==> config.mk <==
export PLATFORM = sky130hd
export DESIGN_NAME = tbase_unit
export DESIGN_NICKNAME = d
export VERILOG_FILES = /design/src/rtl/tbase_pkg.sv /design/src/rtl/tbase_port.sv /design/src/rtl/tbase_count.sv /design/src/rtl/tbase_tap.sv /design/src/rtl/tbase_unit.sv
export SDC_FILE = /design/constraint.sdc
export NUM_CORES = 1
export LEC_CHECK = 0
export BUFFER_PORTS_ARGS = -buffer_cell sky130_fd_sc_hd__clkbuf_2
export CAP_MARGIN = 20
export CELL_PAD_IN_SITES_DETAIL_PLACEMENT = 1
export CELL_PAD_IN_SITES_GLOBAL_PLACEMENT = 1
export CORE_MARGIN = 2
export CORE_UTILIZATION = 47
export CTS_CLUSTER_DIAMETER = 60
export CTS_CLUSTER_SIZE = 8
export DETAILED_ROUTE_END_ITERATION = 6
export PLACE_DENSITY_LB_ADDON = 0.1
export SYNTH_ARGS = -nofsm -noshare
export SYNTH_HDL_FRONTEND = slang
export SYNTH_HIERARCHICAL = 1
export SYNTH_SLANG_ARGS = --single-unit
==> constraint.sdc <==
create_clock -name clk -period 7.6 [get_ports clk]
set_input_delay 1.9 -clock clk [delete_from_list [all_inputs] [get_ports clk]]
set_output_delay 1.9 -clock clk [all_outputs]
set_load 0.03 [all_outputs]
==> src/rtl/tbase_pkg.sv <==
package tbase_pkg;

    localparam int HALF_W = 32;
    localparam int FULL_W = 2 * HALF_W;
    localparam int SEL_W  = $clog2(FULL_W);

    typedef struct packed {
        logic [HALF_W-1:0] hi;
        logic [HALF_W-1:0] lo;
    } tbase_t;

    typedef enum logic [1:0] {
        HALF_NONE = 2'd0,
        HALF_LO   = 2'd1,
        HALF_HI   = 2'd2
    } half_e;

    // Big-endian tap pick: index 0 is the top bit of the upper half.
    function automatic logic tap_bit(tbase_t v, logic [SEL_W-1:0] sel);
        logic [FULL_W-1:0] flat;
        flat = {v.hi, v.lo};
        return flat[~sel];
    endfunction

endpackage

==> src/rtl/tbase_port.sv <==
module tbase_port
    import tbase_pkg::*;
#(
    parameter int                ADDR_W     = 10,
    parameter logic [ADDR_W-1:0] RD_LO_ADDR = 10'h0C0,
    parameter logic [ADDR_W-1:0] RD_HI_ADDR = 10'h0C1,
    parameter logic [ADDR_W-1:0] WR_LO_ADDR = 10'h0D0,
    parameter logic [ADDR_W-1:0] WR_HI_ADDR = 10'h0D1
) (
    input  logic              clk,
    input  logic              rst,
    input  logic [ADDR_W-1:0] rd_addr,
    input  logic              wr_en,
    input  logic [ADDR_W-1:0] wr_addr,
    input  logic              wr_priv,
    input  tbase_t            cnt,
    output logic [HALF_W-1:0] rd_data,
    output logic              wr_lo,
    output logic              wr_hi,
    output logic              priv_fault
);

    half_e rd_half;
    half_e wr_half;
    logic  fault_q;

    always_comb begin
        if (rd_addr == RD_LO_ADDR)      rd_half = HALF_LO;
        else if (rd_addr == RD_HI_ADDR) rd_half = HALF_HI;
        else                            rd_half = HALF_NONE;
    end

    always_comb begin
        if (!wr_en)                     wr_half = HALF_NONE;
        else if (wr_addr == WR_LO_ADDR) wr_half = HALF_LO;
        else if (wr_addr == WR_HI_ADDR) wr_half = HALF_HI;
        else                            wr_half = HALF_NONE;
    end

    always_comb begin
        case (rd_half)
            HALF_LO: rd_data = cnt.lo;
            HALF_HI: rd_data = cnt.hi;
            default: rd_data = '0;
        endcase
    end

    assign wr_lo = (wr_half == HALF_LO) && wr_priv;
    assign wr_hi = (wr_half == HALF_HI) && wr_priv;

    always_ff @(posedge clk) begin
        if (rst) fault_q <= 1'b0;
        else     fault_q <= (wr_half != HALF_NONE) && !wr_priv;
    end

    assign priv_fault = fault_q;

endmodule

==> src/rtl/tbase_count.sv <==
module tbase_count
    import tbase_pkg::*;
(
    input  logic              clk,
    input  logic              rst,
    input  logic              inc_en,
    input  logic              wr_lo,
    input  logic              wr_hi,
    input  logic [HALF_W-1:0] wr_data,
    output tbase_t            cnt_q,
    output tbase_t            cnt_d
);

    logic [HALF_W-1:0] lo_inc;
    logic [HALF_W-1:0] hi_inc;
    logic              lo_carry;

    always_comb begin
        {lo_carry, lo_inc} = {1'b0, cnt_q.lo} + {{HALF_W{1'b0}}, 1'b1};
        hi_inc = cnt_q.hi + {{(HALF_W-1){1'b0}}, lo_carry};
    end

    always_comb begin
        cnt_d = cnt_q;
        if (wr_lo || wr_hi) begin
            if (wr_lo) cnt_d.lo = wr_data;
            if (wr_hi) cnt_d.hi = wr_data;
        end else if (inc_en) begin
            cnt_d.lo = lo_inc;
            cnt_d.hi = hi_inc;
        end
    end

    always_ff @(posedge clk) begin
        if (rst) cnt_q <= '0;
        else     cnt_q <= cnt_d;
    end

endmodule

==> src/rtl/tbase_tap.sv <==
module tbase_tap
    import tbase_pkg::*;
(
    input  logic             clk,
    input  logic             rst,
    input  logic [SEL_W-1:0] sel,
    input  tbase_t           cur,
    input  tbase_t           nxt,
    output logic             evt
);

    logic rise;
    logic evt_q;

    // Same index on both sides, so a change of sel alone makes no event.
    assign rise = tap_bit(nxt, sel) && !tap_bit(cur, sel);

    always_ff @(posedge clk) begin
        if (rst) evt_q <= 1'b0;
        else     evt_q <= rise;
    end

    assign evt = evt_q;

endmodule

==> src/rtl/tbase_unit.sv <==
module tbase_unit
    import tbase_pkg::*;
#(
    parameter int                ADDR_W     = 10,
    parameter logic [ADDR_W-1:0] RD_LO_ADDR = 10'h0C0,
    parameter logic [ADDR_W-1:0] RD_HI_ADDR = 10'h0C1,
    parameter logic [ADDR_W-1:0] WR_LO_ADDR = 10'h0D0,
    parameter logic [ADDR_W-1:0] WR_HI_ADDR = 10'h0D1,
    parameter int                NUM_TAPS   = 2
) (
    input  logic                      clk,
    input  logic                      rst,
    input  logic                      inc_en,
    input  logic [ADDR_W-1:0]         rd_addr,
    output logic [31:0]               rd_data,
    input  logic                      wr_en,
    input  logic [ADDR_W-1:0]         wr_addr,
    input  logic [31:0]               wr_data,
    input  logic                      wr_priv,
    output logic                      priv_fault,
    input  logic [NUM_TAPS*6-1:0]     tap_sel,
    output logic [NUM_TAPS-1:0]       tap_evt
);

    tbase_t cnt_q;
    tbase_t cnt_d;
    logic   wr_lo;
    logic   wr_hi;

    tbase_port #(
        .ADDR_W    (ADDR_W),
        .RD_LO_ADDR(RD_LO_ADDR),
        .RD_HI_ADDR(RD_HI_ADDR),
        .WR_LO_ADDR(WR_LO_ADDR),
        .WR_HI_ADDR(WR_HI_ADDR)
    ) u_port (
        .clk       (clk),
        .rst       (rst),
        .rd_addr   (rd_addr),
        .wr_en     (wr_en),
        .wr_addr   (wr_addr),
        .wr_priv   (wr_priv),
        .cnt       (cnt_q),
        .rd_data   (rd_data),
        .wr_lo     (wr_lo),
        .wr_hi     (wr_hi),
        .priv_fault(priv_fault)
    );

    tbase_count u_count (
        .clk    (clk),
        .rst    (rst),
        .inc_en (inc_en),
        .wr_lo  (wr_lo),
        .wr_hi  (wr_hi),
        .wr_data(wr_data),
        .cnt_q  (cnt_q),
        .cnt_d  (cnt_d)
    );

    for (genvar k = 0; k < NUM_TAPS; k++) begin : g_tap
        tbase_tap u_tap (
            .clk(clk),
            .rst(rst),
            .sel(tap_sel[k*SEL_W +: SEL_W]),
            .cur(cnt_q),
            .nxt(cnt_d),
            .evt(tap_evt[k])
        );
    end

endmodule

==> impl_results.html <==
<table>
<tr><th>Metric</th><th>Value</th></tr>
<tr><th colspan="2">Floorplan</th></tr>
<tr><td>Row count</td><td>45</td></tr>
<tr><td>Die Span X</td><td>129 um</td></tr>
<tr><td>I/O Pins</td><td>around 100</td></tr>
<tr><td>Initial core utilization</td><td>between 40% and 50%</td></tr>
<tr><td>Core box area</td><td>15300 um^2</td></tr>
<tr><td>Die height</td><td>129 um</td></tr>
<tr><td>Die ar.</td><td>16600 um^2</td></tr>
<tr><th colspan="2">STA</th></tr>
<tr><td>RSZ-0062 raised after global routing</td><td>false</td></tr>
<tr><td>Final count of pins violating max slew</td><td>0</td></tr>
<tr><td>Setup TNS Final</td><td>0 ns</td></tr>
<tr><td>Period utilization</td><td>72.5%</td></tr>
<tr><td>Fin worst setup slack</td><td>roughly 2.1 ns</td></tr>
<tr><td>Pin slew with the least headroom to its limit</td><td>1.12 ns</td></tr>
<tr><td>Count of final hold-check violations</td><td>0</td></tr>
<tr><td>Rel. slew slack</td><td>25.2%</td></tr>
<tr><td>Number of setup violations in the final report</td><td>0</td></tr>
<tr><td>Post-layout min period</td><td>approximately 5.5 ns</td></tr>
<tr><td>Worst-case clock skew</td><td>0.00810 ns</td></tr>
<tr><td>Maximum operating frequency</td><td>182 MHz</td></tr>
<tr><th colspan="2">Flow run</th></tr>
<tr><td>Maximum capacitance violations</td><td>0</td></tr>
<tr><th colspan="2">Setup path</th></tr>
<tr><td>Reg-to-reg endpoint</td><td>g_tap[1].u_tap/evt</td></tr>
<tr><td>Highest fanout seen on the critical path</td><td>23</td></tr>
<tr><td>Data required, critical path</td><td>7.85 ns</td></tr>
<tr><td>Critical path, cell by cell</td><td>clkbuf_2 -&gt; or4b_2 -&gt; nor3_2 -&gt; buf_4 -&gt; nand3b_1 -&gt; nor3_1 -&gt; xnor2_1 -&gt; o21ai_0 -&gt; nand2b_1 -&gt; o21ai_0 -&gt; a41oi_1 -&gt; o41ai_1 -&gt; nor2_1 -&gt; o32ai_1</td></tr>
<tr><td>Max stage delay on crit path</td><td>0.72 ns</td></tr>
<tr><td>Reg2reg path depth</td><td>16</td></tr>
<tr><td>Most used cell, CP</td><td>sky130_fd_sc_hd__o21ai_0</td></tr>
<tr><td>Critical register-to-register path startpoint</td><td>u_count/cnt_q[16]</td></tr>
<tr><td>CP Data Arrival Time</td><td>roughly 5.8 ns</td></tr>
<tr><td>CP Capture Type</td><td>flop</td></tr>
<tr><td>Critical setup path kind</td><td>primary input to flop</td></tr>
<tr><td>Register-to-register path setup slack</td><td>2.33 ns</td></tr>
<tr><td>Cell type of the slowest stage on the worst timing path</td><td>sky130_fd_sc_hd__or4b_2</td></tr>
<tr><td>Type of element launching the critical path</td><td>primary input</td></tr>
<tr><th colspan="2">Clock network</th></tr>
<tr><td>Number of clock sinks</td><td>67</td></tr>
<tr><td>Hold buffers post-CTS</td><td>0</td></tr>
<tr><td>Clock insertion delay at the later pin of the skew report</td><td>0.35 ns</td></tr>
<tr><td>Max clock buf depth</td><td>2</td></tr>
<tr><td>Clock buffers created by TritonCTS</td><td>9</td></tr>
<tr><td>Resized cells post-CTS</td><td>0</td></tr>
<tr><td>Number of H-tree levels</td><td>3</td></tr>
<tr><td>Post-CTS Setup Bufs</td><td>0</td></tr>
<tr><td>Clock-pin slew reported for the worst setup and hold paths after clock tree synthesis</td><td>0.06 ns</td></tr>
<tr><td>TritonCTS clock tree</td><td>done</td></tr>
<tr><td>Clock root buffer master</td><td>sky130_fd_sc_hd__clkbuf_16</td></tr>
<tr><th colspan="2">Synthesis</th></tr>
<tr><td>Dominant cell by count in the synthesized netlist</td><td>sky130_fd_sc_hd__nor2_1</td></tr>
<tr><td>Synth top area share</td><td>18.3%</td></tr>
<tr><td>Share of synthesized flip-flops with an asynchronous set or reset</td><td>0%</td></tr>
<tr><td>Post-Synthesis Cells</td><td>970</td></tr>
<tr><td>Post-synthesis sequential area ratio</td><td>18.3%</td></tr>
<tr><td>Most used flip-flop cell after synthesis</td><td>sky130_fd_sc_hd__dfxtp_1</td></tr>
<tr><td>Post-synthesis cell type count</td><td>77</td></tr>
<tr><td>Total of flip-flops plus latches after synthesis</td><td>67</td></tr>
<tr><td>Main area contributors after synthesis</td><td>sky130_fd_sc_hd__dfxtp_1 18%, sky130_fd_sc_hd__nor4_2 5.5%, sky130_fd_sc_hd__mux2i_1 5.3%, sky130_fd_sc_hd__nor2_1 4.0%, sky130_fd_sc_hd__nor3_1 4.0%</td></tr>
<tr><td>Mapped Avg Cell Area</td><td>7.57 um^2</td></tr>
<tr><td>Mapped Area</td><td>7350 um^2</td></tr>
<tr><td>Post-synth net total</td><td>between 1k and 1.5k</td></tr>
<tr><td>List of most frequent post-synthesis cells</td><td>79 x sky130_fd_sc_hd__nor2_1, 67 x sky130_fd_sc_hd__dfxtp_1, 61 x sky130_fd_sc_hd__nand2_1</td></tr>
<tr><td>Top cell type by total area after synthesis</td><td>sky130_fd_sc_hd__dfxtp_1</td></tr>
<tr><td>Count of synthesis-stage warnings from yosys</td><td>6</td></tr>
<tr><td>Number of enable-type register cells in the synthesized netlist</td><td>0</td></tr>
<tr><th colspan="2">Power and ir drop</th></tr>
<tr><td>Total power after layout</td><td>around 930 uW</td></tr>
<tr><td>Worst IR Drop VDD</td><td>0.104 mV</td></tr>
<tr><td>Static leakage</td><td>2.84 nW</td></tr>
<tr><td>Pwr Density</td><td>114 nW/um^2</td></tr>
<tr><th colspan="2">Global route</th></tr>
<tr><td>Grt total ovfl</td><td>0</td></tr>
<tr><td>Overall track demand over capacity in global routing</td><td>38.2%</td></tr>
<tr><td>Global-route wire length before repair</td><td>47900 um</td></tr>
<tr><td>Number of antenna violations at the first check in global routing</td><td>0</td></tr>
<tr><td>Number of global-route vias before repair</td><td>about 8k</td></tr>
<tr><td>Maximum number of pins on one net before global-route repair</td><td>50</td></tr>
<tr><th colspan="2">Finish</th></tr>
<tr><td>N_diodes</td><td>0</td></tr>
<tr><td>Synth-to-layout area growth</td><td>11.0%</td></tr>
<tr><td>Net total in the final layout</td><td>1106</td></tr>
<tr><td>Fraction of final layout cells sized beyond drive strength 1</td><td>20.0%</td></tr>
<tr><td>Area of all placed cells without fillers</td><td>8150 um^2</td></tr>
<tr><th colspan="2">Route</th></tr>
<tr><td>Number of optimization iterations in the first detailed-route pass</td><td>5</td></tr>
<tr><td>Number of nets still failing antenna checks after routing</td><td>0</td></tr>
<tr><td>Detailed-route via count</td><td>8235</td></tr>
<tr><td>Routed len/inst</td><td>25.1 um</td></tr>
<tr><td>Violation count after the first detailed-routing iteration</td><td>791</td></tr>
<tr><td>Average vias per placed instance</td><td>6.59</td></tr>
<tr><td># DRC</td><td>0</td></tr>
<tr><td>Routed Wire Length</td><td>31400 um</td></tr>
<tr><th colspan="2">Min path</th></tr>
<tr><td>Tightest Hold Check Type</td><td>flop to flop</td></tr>
<tr><td>Worst Hold End</td><td>u_count/cnt_q[54]</td></tr>
<tr><td>Hold Path Origin</td><td>u_count/cnt_q[54]</td></tr>
<tr><td>Number of cells on the worst hold path</td><td>2</td></tr>
<tr><th colspan="2">Place</th></tr>
<tr><td>Routability congestion estimate from global placement</td><td>0.976</td></tr>
<tr><td>Instance area after placement</td><td>7860 um^2</td></tr>
<tr><td>Port Buffers</td><td>about 100</td></tr>
<tr><td>Post-placement worst setup slack</td><td>1.88 ns</td></tr>
<tr><td>Placed wire-length estimate</td><td>between 20000 and 25000 um</td></tr>
<tr><th colspan="2">Outcome</th></tr>
<tr><td>Run status</td><td>finished clean</td></tr>
</table>
[how the worst max path moves through the flow]
| stage | from | endpoint | slack, ns | cells after the start |
|---|---|---|---|---|
| 3_3_place_gp | wr_addr[3] | g_tap[0].u_tap/evt | 1.91 | 14 |
| 6_report | wr_addr[3] | g_tap[0].u_tap/evt | 2.09 | 14 |
| 3_5_place_dp | wr_addr[3] | g_tap[0].u_tap/evt | 1.88 | 14 |
| 2_1_floorplan | rd_addr[3] | rd_data[17] | 2.19 | 3 |
| 4_1_cts | rd_addr[0] | rd_data[12] | 2.22 | 4 |
| 5_1_grt | wr_addr[3] | g_tap[0].u_tap/evt | 1.96 | 14 |
[power by group]
group          leakage, nW  internal [mW]  switching (mW)
logic                 2.15         0.0490          0.0990
clock network        0.146          0.257           0.170
registers            0.540          0.354         0.00415
[cell usage in the layout (no fill, tap or decap), types with 9 or more instances in the layout]
cell type and n:
sky130_fd_sc_hd__clkbuf_2 103, sky130_fd_sc_hd__nor2_1 79, sky130_fd_sc_hd__dfxtp_1 67, sky130_fd_sc_hd__nand2_1 61, sky130_fd_sc_hd__inv_1 58, sky130_fd_sc_hd__nor3_1 56, sky130_fd_sc_hd__o21ai_0 42, sky130_fd_sc_hd__a21oi_1 42
sky130_fd_sc_hd__nand2b_1 39, sky130_fd_sc_hd__nor2b_1 39, sky130_fd_sc_hd__mux2i_1 39, sky130_fd_sc_hd__nor4_2 32, sky130_fd_sc_hd__nand4_1 23, sky130_fd_sc_hd__xor2_1 22, sky130_fd_sc_hd__and2_1 22, sky130_fd_sc_hd__xnor2_1 21
sky130_fd_sc_hd__a211oi_1 20, sky130_fd_sc_hd__nand3_1 20, sky130_fd_sc_hd__nor3b_1 15, sky130_fd_sc_hd__nor4_1 15, sky130_fd_sc_hd__o21a_1 13, sky130_fd_sc_hd__o21ai_1 12, sky130_fd_sc_hd__o221ai_1 10, sky130_fd_sc_hd__clkbuf_16 9
sky130_fd_sc_hd__buf_4 9, sky130_fd_sc_hd__mux2_2 9
[state kept, by name, indices dropped and copies added (netlist names)]
signal             flops
g_tap.u_tap/evt        2
u_port/priv_fault      1
u_count/cnt_q         64
[layer usage]
metal  wire, um  vias to the layer above  global-route usage (%)
met5          0                        -                       0
met4       1900                        0                    22.4
met3       2440                       96                    6.81
met2      14000                      416                    59.7
met1      13000                     4004                    49.6
li1           -                     3719                       -
[logic make-up (layout without fill, tap and decap cells)]
group / count (synthesis) / count (layout) / share of synthesized area [%]
AND/OR/NAND/NOR: 467 / 467 / 40.0
AO/OA/AOI/OAI: 222 / 222 / 21.6
buffers and inverters: 120 / 189 / 7.85
flip-flops: 67 / 67 / 18.3
multiplexers: 48 / 48 / 6.69
XOR/XNOR: 43 / 43 / 5.13
adder cells (fa/ha/maj): 3 / 3 / 0.511
[worst max-delay path: cells and delay by family]
family	cells	cell delay [ns]
xor gates and xnor gates	1	0.14
and+or+nand+nor	6	1.62
AOI/OAI and AO/OA	5	1.69
buffers and inverters	2	0.38
[per-stage QoR]
step | instances | utilization [%] | hold WS, ns
finish | 1250 | 53.4 | 0.730
global route | 1250 | 53.4 | 0.774
CTS | 1249 | 53.4 | 0.728
detailed placement | 1233 | 51.5 | 0.714
global placement | 1233 | 51.5 | 0.705
floorplan | 970 | - | 0.628
[area by class of cell]
| type | instances | area (um^2) |
|---|---|---|
| repair buffers | 113 | 588 |
| flip-flops and latches | 67 | 1340 |
| multi-input cells | 783 | 5440 |
| clock buffers | 15 | 288 |
| well taps | 211 | 264 |
| fillers | 2024 | 7100 |
| clock inverters | 1 | 5.00 |
| inverters | 60 | 225 |
(Power assumes the default switching activity.)
